## config.mk

```make
export PLATFORM = sky130hd
export DESIGN_NAME = posted_write_buf
export DESIGN_NICKNAME = d
export VERILOG_FILES = /design/src/rtl/pwb_pkg.sv /design/src/rtl/pwb_main_fifo.sv /design/src/rtl/pwb_evict_buf.sv /design/src/rtl/pwb_drain_arb.sv /design/src/rtl/posted_write_buf.sv
export SDC_FILE = /design/constraint.sdc
export NUM_CORES = 1
export LEC_CHECK = 0
export ABC_CLOCK_PERIOD_IN_PS = 44600
export BUFFER_PORTS_ARGS = -buffer_cell sky130_fd_sc_hd__buf_2
export CORE_UTILIZATION = 50
export DETAILED_ROUTE_END_ITERATION = 8
export HOLD_SLACK_MARGIN = 0.15
export PLACE_DENSITY = 0.71
export SYNTH_ARGS = -nofsm -noshare
export SYNTH_HDL_FRONTEND = slang
export SYNTH_SLANG_ARGS = --single-unit
```

## constraint.sdc

```tcl
create_clock -name clk -period 44.6 [get_ports clk]
set_input_delay 2.23 -clock clk [delete_from_list [all_inputs] [get_ports clk]]
set_output_delay 2.23 -clock clk [all_outputs]
set_load 0.01 [all_outputs]
```

## src/rtl/pwb_pkg.sv

```systemverilog
package pwb_pkg;
  // Which source currently owns the bus master port.
  typedef enum logic [1:0] {
    OWN_IDLE  = 2'd0,
    OWN_MAIN  = 2'd1,
    OWN_EVICT = 2'd2
  } owner_e;
endpackage

```

## src/rtl/pwb_main_fifo.sv

```systemverilog
// Main store: address entries (base + word count) over a shared data ring.
// ENTRIES >= 2 and SLOTS >= 2 required.
module pwb_main_fifo #(
  parameter int AW      = 32,
  parameter int DW      = 32,
  parameter int ENTRIES = 4,
  parameter int SLOTS   = 16,
  localparam int EW  = $clog2(ENTRIES),
  localparam int ECW = $clog2(ENTRIES + 1),
  localparam int SW  = $clog2(SLOTS),
  localparam int LW  = $clog2(SLOTS + 1)
) (
  input  logic           clk,
  input  logic           rst_n,
  input  logic           push,
  input  logic [AW-1:0]  push_addr,
  input  logic [DW-1:0]  push_data,
  input  logic           lock_newest,
  input  logic           pop_word,
  input  logic           pop_entry,
  output logic           can_accept,
  output logic [AW-1:0]  head_base,
  output logic [LW-1:0]  head_len,
  output logic [DW-1:0]  head_data,
  output logic [ECW-1:0] ent_cnt,
  output logic [LW-1:0]  word_cnt
);
  logic [AW-1:0]  base_q [ENTRIES];
  logic [LW-1:0]  len_q  [ENTRIES];
  logic [DW-1:0]  data_q [SLOTS];

  logic [EW-1:0]  ewr_q, ewr_d, erd_q, erd_d, newest;
  logic [ECW-1:0] ecnt_q, ecnt_d;
  logic [SW-1:0]  dwr_q, dwr_d, drd_q, drd_d;
  logic [LW-1:0]  dcnt_q, dcnt_d;
  logic           merge, new_ent;

  always_comb begin
    newest  = (ewr_q == '0) ? EW'(ENTRIES - 1) : ewr_q - EW'(1);
    merge   = push && (ecnt_q != '0) && !lock_newest &&
              (push_addr == base_q[newest] + AW'(len_q[newest]));
    new_ent = push && !merge;

    ewr_d  = new_ent   ? ((ewr_q == EW'(ENTRIES - 1)) ? '0 : ewr_q + EW'(1)) : ewr_q;
    erd_d  = pop_entry ? ((erd_q == EW'(ENTRIES - 1)) ? '0 : erd_q + EW'(1)) : erd_q;
    ecnt_d = ecnt_q + ECW'(new_ent) - ECW'(pop_entry);
    dwr_d  = push      ? ((dwr_q == SW'(SLOTS - 1)) ? '0 : dwr_q + SW'(1)) : dwr_q;
    drd_d  = pop_word  ? ((drd_q == SW'(SLOTS - 1)) ? '0 : drd_q + SW'(1)) : drd_q;
    dcnt_d = dcnt_q + LW'(push) - LW'(pop_word);
  end

  always_ff @(posedge clk or negedge rst_n) begin
    if (!rst_n) begin
      ewr_q  <= '0;
      erd_q  <= '0;
      ecnt_q <= '0;
      dwr_q  <= '0;
      drd_q  <= '0;
      dcnt_q <= '0;
    end else begin
      ewr_q  <= ewr_d;
      erd_q  <= erd_d;
      ecnt_q <= ecnt_d;
      dwr_q  <= dwr_d;
      drd_q  <= drd_d;
      dcnt_q <= dcnt_d;
    end
  end

  // Storage arrays carry no reset; counters guard their contents.
  always_ff @(posedge clk) begin
    if (new_ent) begin
      base_q[ewr_q] <= push_addr;
      len_q[ewr_q]  <= LW'(1);
    end
    if (merge) begin
      len_q[newest] <= len_q[newest] + LW'(1);
    end
    if (push) begin
      data_q[dwr_q] <= push_data;
    end
  end

  assign can_accept = (ecnt_q != ECW'(ENTRIES)) && (dcnt_q != LW'(SLOTS));
  assign head_base  = base_q[erd_q];
  assign head_len   = len_q[erd_q];
  assign head_data  = data_q[drd_q];
  assign ent_cnt    = ecnt_q;
  assign word_cnt   = dcnt_q;
endmodule

```

## src/rtl/pwb_evict_buf.sv

```systemverilog
// Single-line eviction store: one base address, WORDS data words.
module pwb_evict_buf #(
  parameter int AW    = 32,
  parameter int DW    = 32,
  parameter int WORDS = 8,
  localparam int BW = $clog2(WORDS)
) (
  input  logic                clk,
  input  logic                rst_n,
  input  logic                load,
  input  logic [AW-1:0]       ld_addr,
  input  logic [WORDS*DW-1:0] ld_line,
  input  logic [BW-1:0]       beat,
  input  logic                pop,
  output logic                full,
  output logic [AW-1:0]       base,
  output logic [DW-1:0]       word
);
  logic                full_q, full_d;
  logic [AW-1:0]       base_q;
  logic [DW-1:0]       line_q [WORDS];

  always_comb begin
    full_d = full_q;
    if (pop)  full_d = 1'b0;
    if (load) full_d = 1'b1;
  end

  always_ff @(posedge clk or negedge rst_n) begin
    if (!rst_n) full_q <= 1'b0;
    else        full_q <= full_d;
  end

  always_ff @(posedge clk) begin
    if (load) base_q <= ld_addr;
  end

  for (genvar g = 0; g < WORDS; g++) begin : g_word
    always_ff @(posedge clk) begin
      if (load) line_q[g] <= ld_line[g*DW +: DW];
    end
  end

  assign full = full_q;
  assign base = base_q;
  assign word = line_q[beat];
endmodule

```

## src/rtl/pwb_drain_arb.sv

```systemverilog
// Bus owner selection at burst boundaries and the beat counter.
module pwb_drain_arb
  import pwb_pkg::*;
#(
  parameter int LW    = 5,
  parameter int BW    = 4,
  parameter int WORDS = 8
) (
  input  logic          clk,
  input  logic          rst_n,
  input  logic          main_pend,
  input  logic          ev_full,
  input  logic [LW-1:0] head_len,
  input  logic          bus_ready,
  output owner_e        owner,
  output logic [BW-1:0] beat,
  output logic          bus_valid,
  output logic          bus_last,
  output logic          main_pop_word,
  output logic          main_pop_entry,
  output logic          ev_pop
);
  owner_e        own_q, own_d;
  logic [BW-1:0] beat_q, beat_d;
  logic          fire, last;

  always_comb begin
    bus_valid = (own_q != OWN_IDLE);
    fire      = bus_valid && bus_ready;
    if (own_q == OWN_EVICT) last = (32'(beat_q) + 32'd1 == 32'(WORDS));
    else                    last = (32'(beat_q) + 32'd1 == 32'(head_len));

    own_d  = own_q;
    beat_d = beat_q;
    if (own_q == OWN_IDLE) begin
      if (ev_full)        own_d = OWN_EVICT;
      else if (main_pend) own_d = OWN_MAIN;
    end else if (fire) begin
      if (last) begin
        own_d  = OWN_IDLE;
        beat_d = '0;
      end else begin
        beat_d = beat_q + BW'(1);
      end
    end
  end

  always_ff @(posedge clk or negedge rst_n) begin
    if (!rst_n) begin
      own_q  <= OWN_IDLE;
      beat_q <= '0;
    end else begin
      own_q  <= own_d;
      beat_q <= beat_d;
    end
  end

  assign owner          = own_q;
  assign beat           = beat_q;
  assign bus_last       = last;
  assign main_pop_word  = fire && (own_q == OWN_MAIN);
  assign main_pop_entry = fire && (own_q == OWN_MAIN) && last;
  assign ev_pop         = fire && (own_q == OWN_EVICT) && last;
endmodule

```

## src/rtl/posted_write_buf.sv

```systemverilog
module posted_write_buf
  import pwb_pkg::*;
#(
  parameter int AW           = 32,
  parameter int DW           = 32,
  parameter int ADDR_ENTRIES = 4,
  parameter int DATA_SLOTS   = 16,
  parameter int LINE_WORDS   = 8
) (
  input  logic                     clk,
  input  logic                     rst_n,
  input  logic                     st_valid,
  input  logic [AW-1:0]            st_addr,
  input  logic [DW-1:0]            st_data,
  output logic                     st_ready,
  input  logic                     ev_valid,
  input  logic [AW-1:0]            ev_addr,
  input  logic [LINE_WORDS*DW-1:0] ev_line,
  output logic                     ev_ready,
  output logic                     bus_valid,
  input  logic                     bus_ready,
  output logic [AW-1:0]            bus_addr,
  output logic [DW-1:0]            bus_data,
  output logic                     bus_first,
  output logic                     bus_last,
  output logic                     bus_src,
  output logic                     drained
);
  localparam int ECW  = $clog2(ADDR_ENTRIES + 1);
  localparam int LW   = $clog2(DATA_SLOTS + 1);
  localparam int EBW  = $clog2(LINE_WORDS);
  localparam int MAXB = (DATA_SLOTS > LINE_WORDS) ? DATA_SLOTS : LINE_WORDS;
  localparam int BW   = $clog2(MAXB);

  owner_e         owner;
  logic [BW-1:0]  beat;
  logic           can_accept, lock_newest, st_fire, ev_fire;
  logic           pop_word, pop_entry, ev_pop, ev_full;
  logic [AW-1:0]  head_base, ev_base;
  logic [LW-1:0]  head_len, word_cnt;
  logic [DW-1:0]  head_data, ev_word;
  logic [ECW-1:0] ent_cnt;

  assign st_ready = can_accept;
  assign st_fire  = st_valid && can_accept;
  assign ev_ready = !ev_full;
  assign ev_fire  = ev_valid && !ev_full;

  // The head entry's length freezes once its first beat is taken.
  assign lock_newest = (owner == OWN_MAIN) && (ent_cnt == ECW'(1)) &&
                       ((beat != '0) || bus_ready);

  pwb_main_fifo #(
    .AW(AW), .DW(DW), .ENTRIES(ADDR_ENTRIES), .SLOTS(DATA_SLOTS)
  ) u_main (
    .clk(clk), .rst_n(rst_n),
    .push(st_fire), .push_addr(st_addr), .push_data(st_data),
    .lock_newest(lock_newest), .pop_word(pop_word), .pop_entry(pop_entry),
    .can_accept(can_accept), .head_base(head_base), .head_len(head_len),
    .head_data(head_data), .ent_cnt(ent_cnt), .word_cnt(word_cnt)
  );

  pwb_evict_buf #(
    .AW(AW), .DW(DW), .WORDS(LINE_WORDS)
  ) u_evict (
    .clk(clk), .rst_n(rst_n),
    .load(ev_fire), .ld_addr(ev_addr), .ld_line(ev_line),
    .beat(beat[EBW-1:0]), .pop(ev_pop),
    .full(ev_full), .base(ev_base), .word(ev_word)
  );

  pwb_drain_arb #(
    .LW(LW), .BW(BW), .WORDS(LINE_WORDS)
  ) u_arb (
    .clk(clk), .rst_n(rst_n),
    .main_pend(ent_cnt != '0), .ev_full(ev_full), .head_len(head_len),
    .bus_ready(bus_ready), .owner(owner), .beat(beat),
    .bus_valid(bus_valid), .bus_last(bus_last),
    .main_pop_word(pop_word), .main_pop_entry(pop_entry), .ev_pop(ev_pop)
  );

  always_comb begin
    if (owner == OWN_EVICT) begin
      bus_addr = ev_base + AW'(beat);
      bus_data = ev_word;
    end else begin
      bus_addr = head_base + AW'(beat);
      bus_data = head_data;
    end
  end

  assign bus_first = (beat == '0);
  assign bus_src   = (owner == OWN_EVICT);
  assign drained   = (ent_cnt == '0) && !ev_full;
endmodule

```

==> impl_metrics.ini <==
[logic_synthesis]
ys_async_sr_fraction_pct = 2.77
yosys_register_bits = 975
synth_cell_types = 68
ys_warn_count = 0
synth_edf_count = 948
syn_inst = 2032
syn_nets = 2423
synth.cell_area_um2 = 40700
synthFlopType = edfxtp_1
yosysSeqAreaShare_pct = 71.5
syn_avg_cell_area_um2 = 20.0

[grt]
first_global_vias = 22500
grt_start_max_net_pins = 91
track_usage_pct = 24.4
grt-ovfl-total = 0
grt_pass1_wl_mm = 147
antenna_found_initial = 28

[detailed_routing]
ant_nets = 0
wl_met2_mm = 50.0
wl_met3_mm = 10.2
drt_first_pass_iters = 5
drt-total-wl_mm = 102
vias_per_cell = 6.05
routed.top_layer = met5
drc = 0
post_drt_wl_per_cell_um = 27.8
first_iter_violations = 2133
vias = 22100
met1Wirelength_mm = 39.5

[critical_path]
crit_path_end_kind = primary output
criticalPathCategory = register to primary output
cp.arrival_ps = 5090
required_ps = 42370
path_max_fanout = 18
critical_path.startpoint_type = register

[cells_and_area]
fin_nets = 2894
fill_cells = 5712
drive_gt1_share_pct = 36.9
post-route-util_pct = 59.0
stdcell_count = 3658
finish.instance_area_um2 = 47500
synthToLayoutAreaGrowth_pct = 16.7

[clocking]
post_cts_buffers = 0
htree_num_levels = 3
cts_tree = built
cts_made_buffers = 97
clock_latency_ps = 670
clk_pin_slew_ps = 60
ctsRootBufferMaster = clkbuf_16
cts_sinks = 975
cts_resized = 0
cts_hold_buffers = 0
clockBufferDepth = 3

[floorplan]
dieArea_um2 = 82600
floorplan.initialDensity_pct = 50.6
fp.dieH_um = 287
die_x_um = 287
core_um2 = 80500
top_level_ports = 428
rows = 104

[pwr]
power.leakage_nw = 16.1
power.density_nw_per_um2 = 66.6
vdd_drop_max_v = 0.0000674

[placed_design]
placed_cells = 3464
dpl_cell_area_um2 = 44100
hpwl_mm = 65.3
io_buffers = 427
routabilityCongestion = 0.923

[sta]
rsz0062_at_grt = no
slew_viol_final = 0
tns_ps = 0
timing.final.crit_share_pct = 16.4
max_freq_mhz = 137
setup_violations = 0
finClkSkew_ps = 80.3
fin_crit_ps = 7320
tightest_slew_ps = 1190
hold_viol = 0
slew_headroom_pct = 20.6

[run_status]
outcome = finished, final reports clean

[min_path]
min_path_type = register to register

[job]
maxCapViolCount = 0
==> cells by family after synthesis <==
logic type / synth area share (%)
compound gates: 2.10
flops: 71.5
mux: 18.3
xor+xnor: 1.98
fa+ha+maj: 1.12
simple gates: 3.68
buf+inv: 1.31
==> flip-flops by register name (all words and copies together) (netlist names) <==
register,cells
u_arb.beat,4
u_arb.owner,2
u_evict.line_q,256
u_main.len_q,20
u_evict.full,1
u_main.data_q,512
u_main.base_q,128
u_main.word_cnt,5
u_main.ent_cnt,3
u_main.dwr_q,4
u_evict.base,32
u_main.ewr_q,2
u_main.drd_q,4
u_main.erd_q,2
==> final timing paths <==
path	startpoint	end	slack [ps]	cells after the start
worst max-delay path	u_main.erd_q[0]$_DFFE_PN0P_	bus_addr[31]	37280	14
max in group asynchronous	rst_n	u_arb.beat[0]$_DFFE_PN0P_	42450	1
min in group asynchronous	rst_n	u_main.erd_q[0]$_DFFE_PN0P_	1610	1
worst min register to register	u_arb.owner[0]$_DFFE_PN0P_	u_arb.owner[0]$_DFFE_PN0P_	550	2
worst min-delay path	u_arb.owner[0]$_DFFE_PN0P_	u_arb.owner[0]$_DFFE_PN0P_	550	2
worst max register to register	u_main.ewr_q[0]$_DFFE_PN0N_	u_main.ent_cnt[1]$_DFF_PN0_	37790	19
==> metrics by stage <==
stage	setup WS, ps	total power [mW]	hold slack (ps)
2_1_floorplan	28990	1.97	483
3_3_place_gp	37930	2.30	515
3_5_place_dp	37880	2.33	537
4_1_cts	37140	3.18	550
5_1_grt	36860	3.30	576
6_report	37280	3.16	549
==> placed cells by master (no fill, tap or decap), types with 29 or more instances in the layout <==
cell,n
edfxtp_1,948
buf_2,427
mux4_2,291
nand2_1,102
clkbuf_16,97
mux2i_1,77
o21ai_0,56
xnor2_1,48
xor2_1,44
buf_4,39
nand3_1,37
inv_1,34
nor2_1,32
ha_1,29
==> final cells by class <==
type / count / area [µm²] / area share, %
Tap cell: 1060 / 1330 / 2.79
Sequential cell: 975 / 29200 / 61.3
Clock inverter: 59 / 781 / 1.64
Clock buffer: 123 / 2580 / 5.44
Multi-Input combinational cell: 929 / 11100 / 23.3
Timing Repair Buffer: 466 / 2430 / 5.11
Antenna cell: 12 / 30.0 / 0.0632
Inverter: 34 / 128 / 0.268
==> where the power goes <==
part	internal [mW]	switching, mW	total (mW)	leakage [nW]
clock network	0.506	0.348	0.854	1.64
logic	0.488	0.625	1.11	5.61
registers	1.12	0.0808	1.20	8.89
total	2.11	1.05	3.16	16.1
==> routing by layer <==
| metal | vias to the layer above | track usage (%) |
|---|---|---|
| met3 | 186 | 6.03 |
| met4 | 26 | 6.66 |
| met2 | 1084 | 39.5 |
| met5 | - | 0 |
| met1 | 11500 | 33.1 |
| li1 | 9320 | - |
==> synth_stat cells (5+ instances only) <==
| library cell | number | area, µm² |
|---|---|---|
| a31oi_1 | 6 | 37.5 |
| nand3_1 | 37 | 185 |
| and2_1 | 18 | 113 |
| nor3_1 | 15 | 75.1 |
| a21oi_1 | 22 | 110 |
| mux2_2 | 9 | 101 |
| buf_2 | 7 | 35.0 |
| xor2_1 | 44 | 385 |
| and3_1 | 15 | 93.8 |
| mux2i_1 | 77 | 771 |
| mux4_2 | 291 | 6550 |
| edfxtp_1 | 948 | 28500 |
| dfrtp_1 | 27 | 676 |
| buf_1 | 29 | 109 |
| inv_1 | 34 | 128 |
| xnor2_1 | 48 | 420 |
| a211oi_1 | 8 | 60.1 |
| nor2_1 | 32 | 120 |
| nand4_1 | 5 | 31.3 |
| nor4_1 | 8 | 50.1 |
| o21ai_0 | 56 | 280 |
| clkbuf_1 | 51 | 191 |
| nand2b_1 | 10 | 62.6 |
| ha_1 | 30 | 375 |
| nor3b_1 | 8 | 60.1 |
| nand3b_1 | 10 | 75.1 |
| nor2b_1 | 10 | 62.6 |
| nand2_1 | 102 | 383 |
| a21o_1 | 5 | 37.5 |
==> worst max-delay path: stages, from the launching register on <==
cell	delay [ps]
dfrtp_2	760
mux4_2	570
mux2i_1	240
inv_1	70
ha_1	270
a21o_1	110
a21oi_1	90
o21bai_1	250
nand3_1	260
nor2b_1	500
and3_1	360
and2_0	290
nor4bb_1	310
xnor2_1	170
buf_2	160
Power figures use the tool's default switching activity.
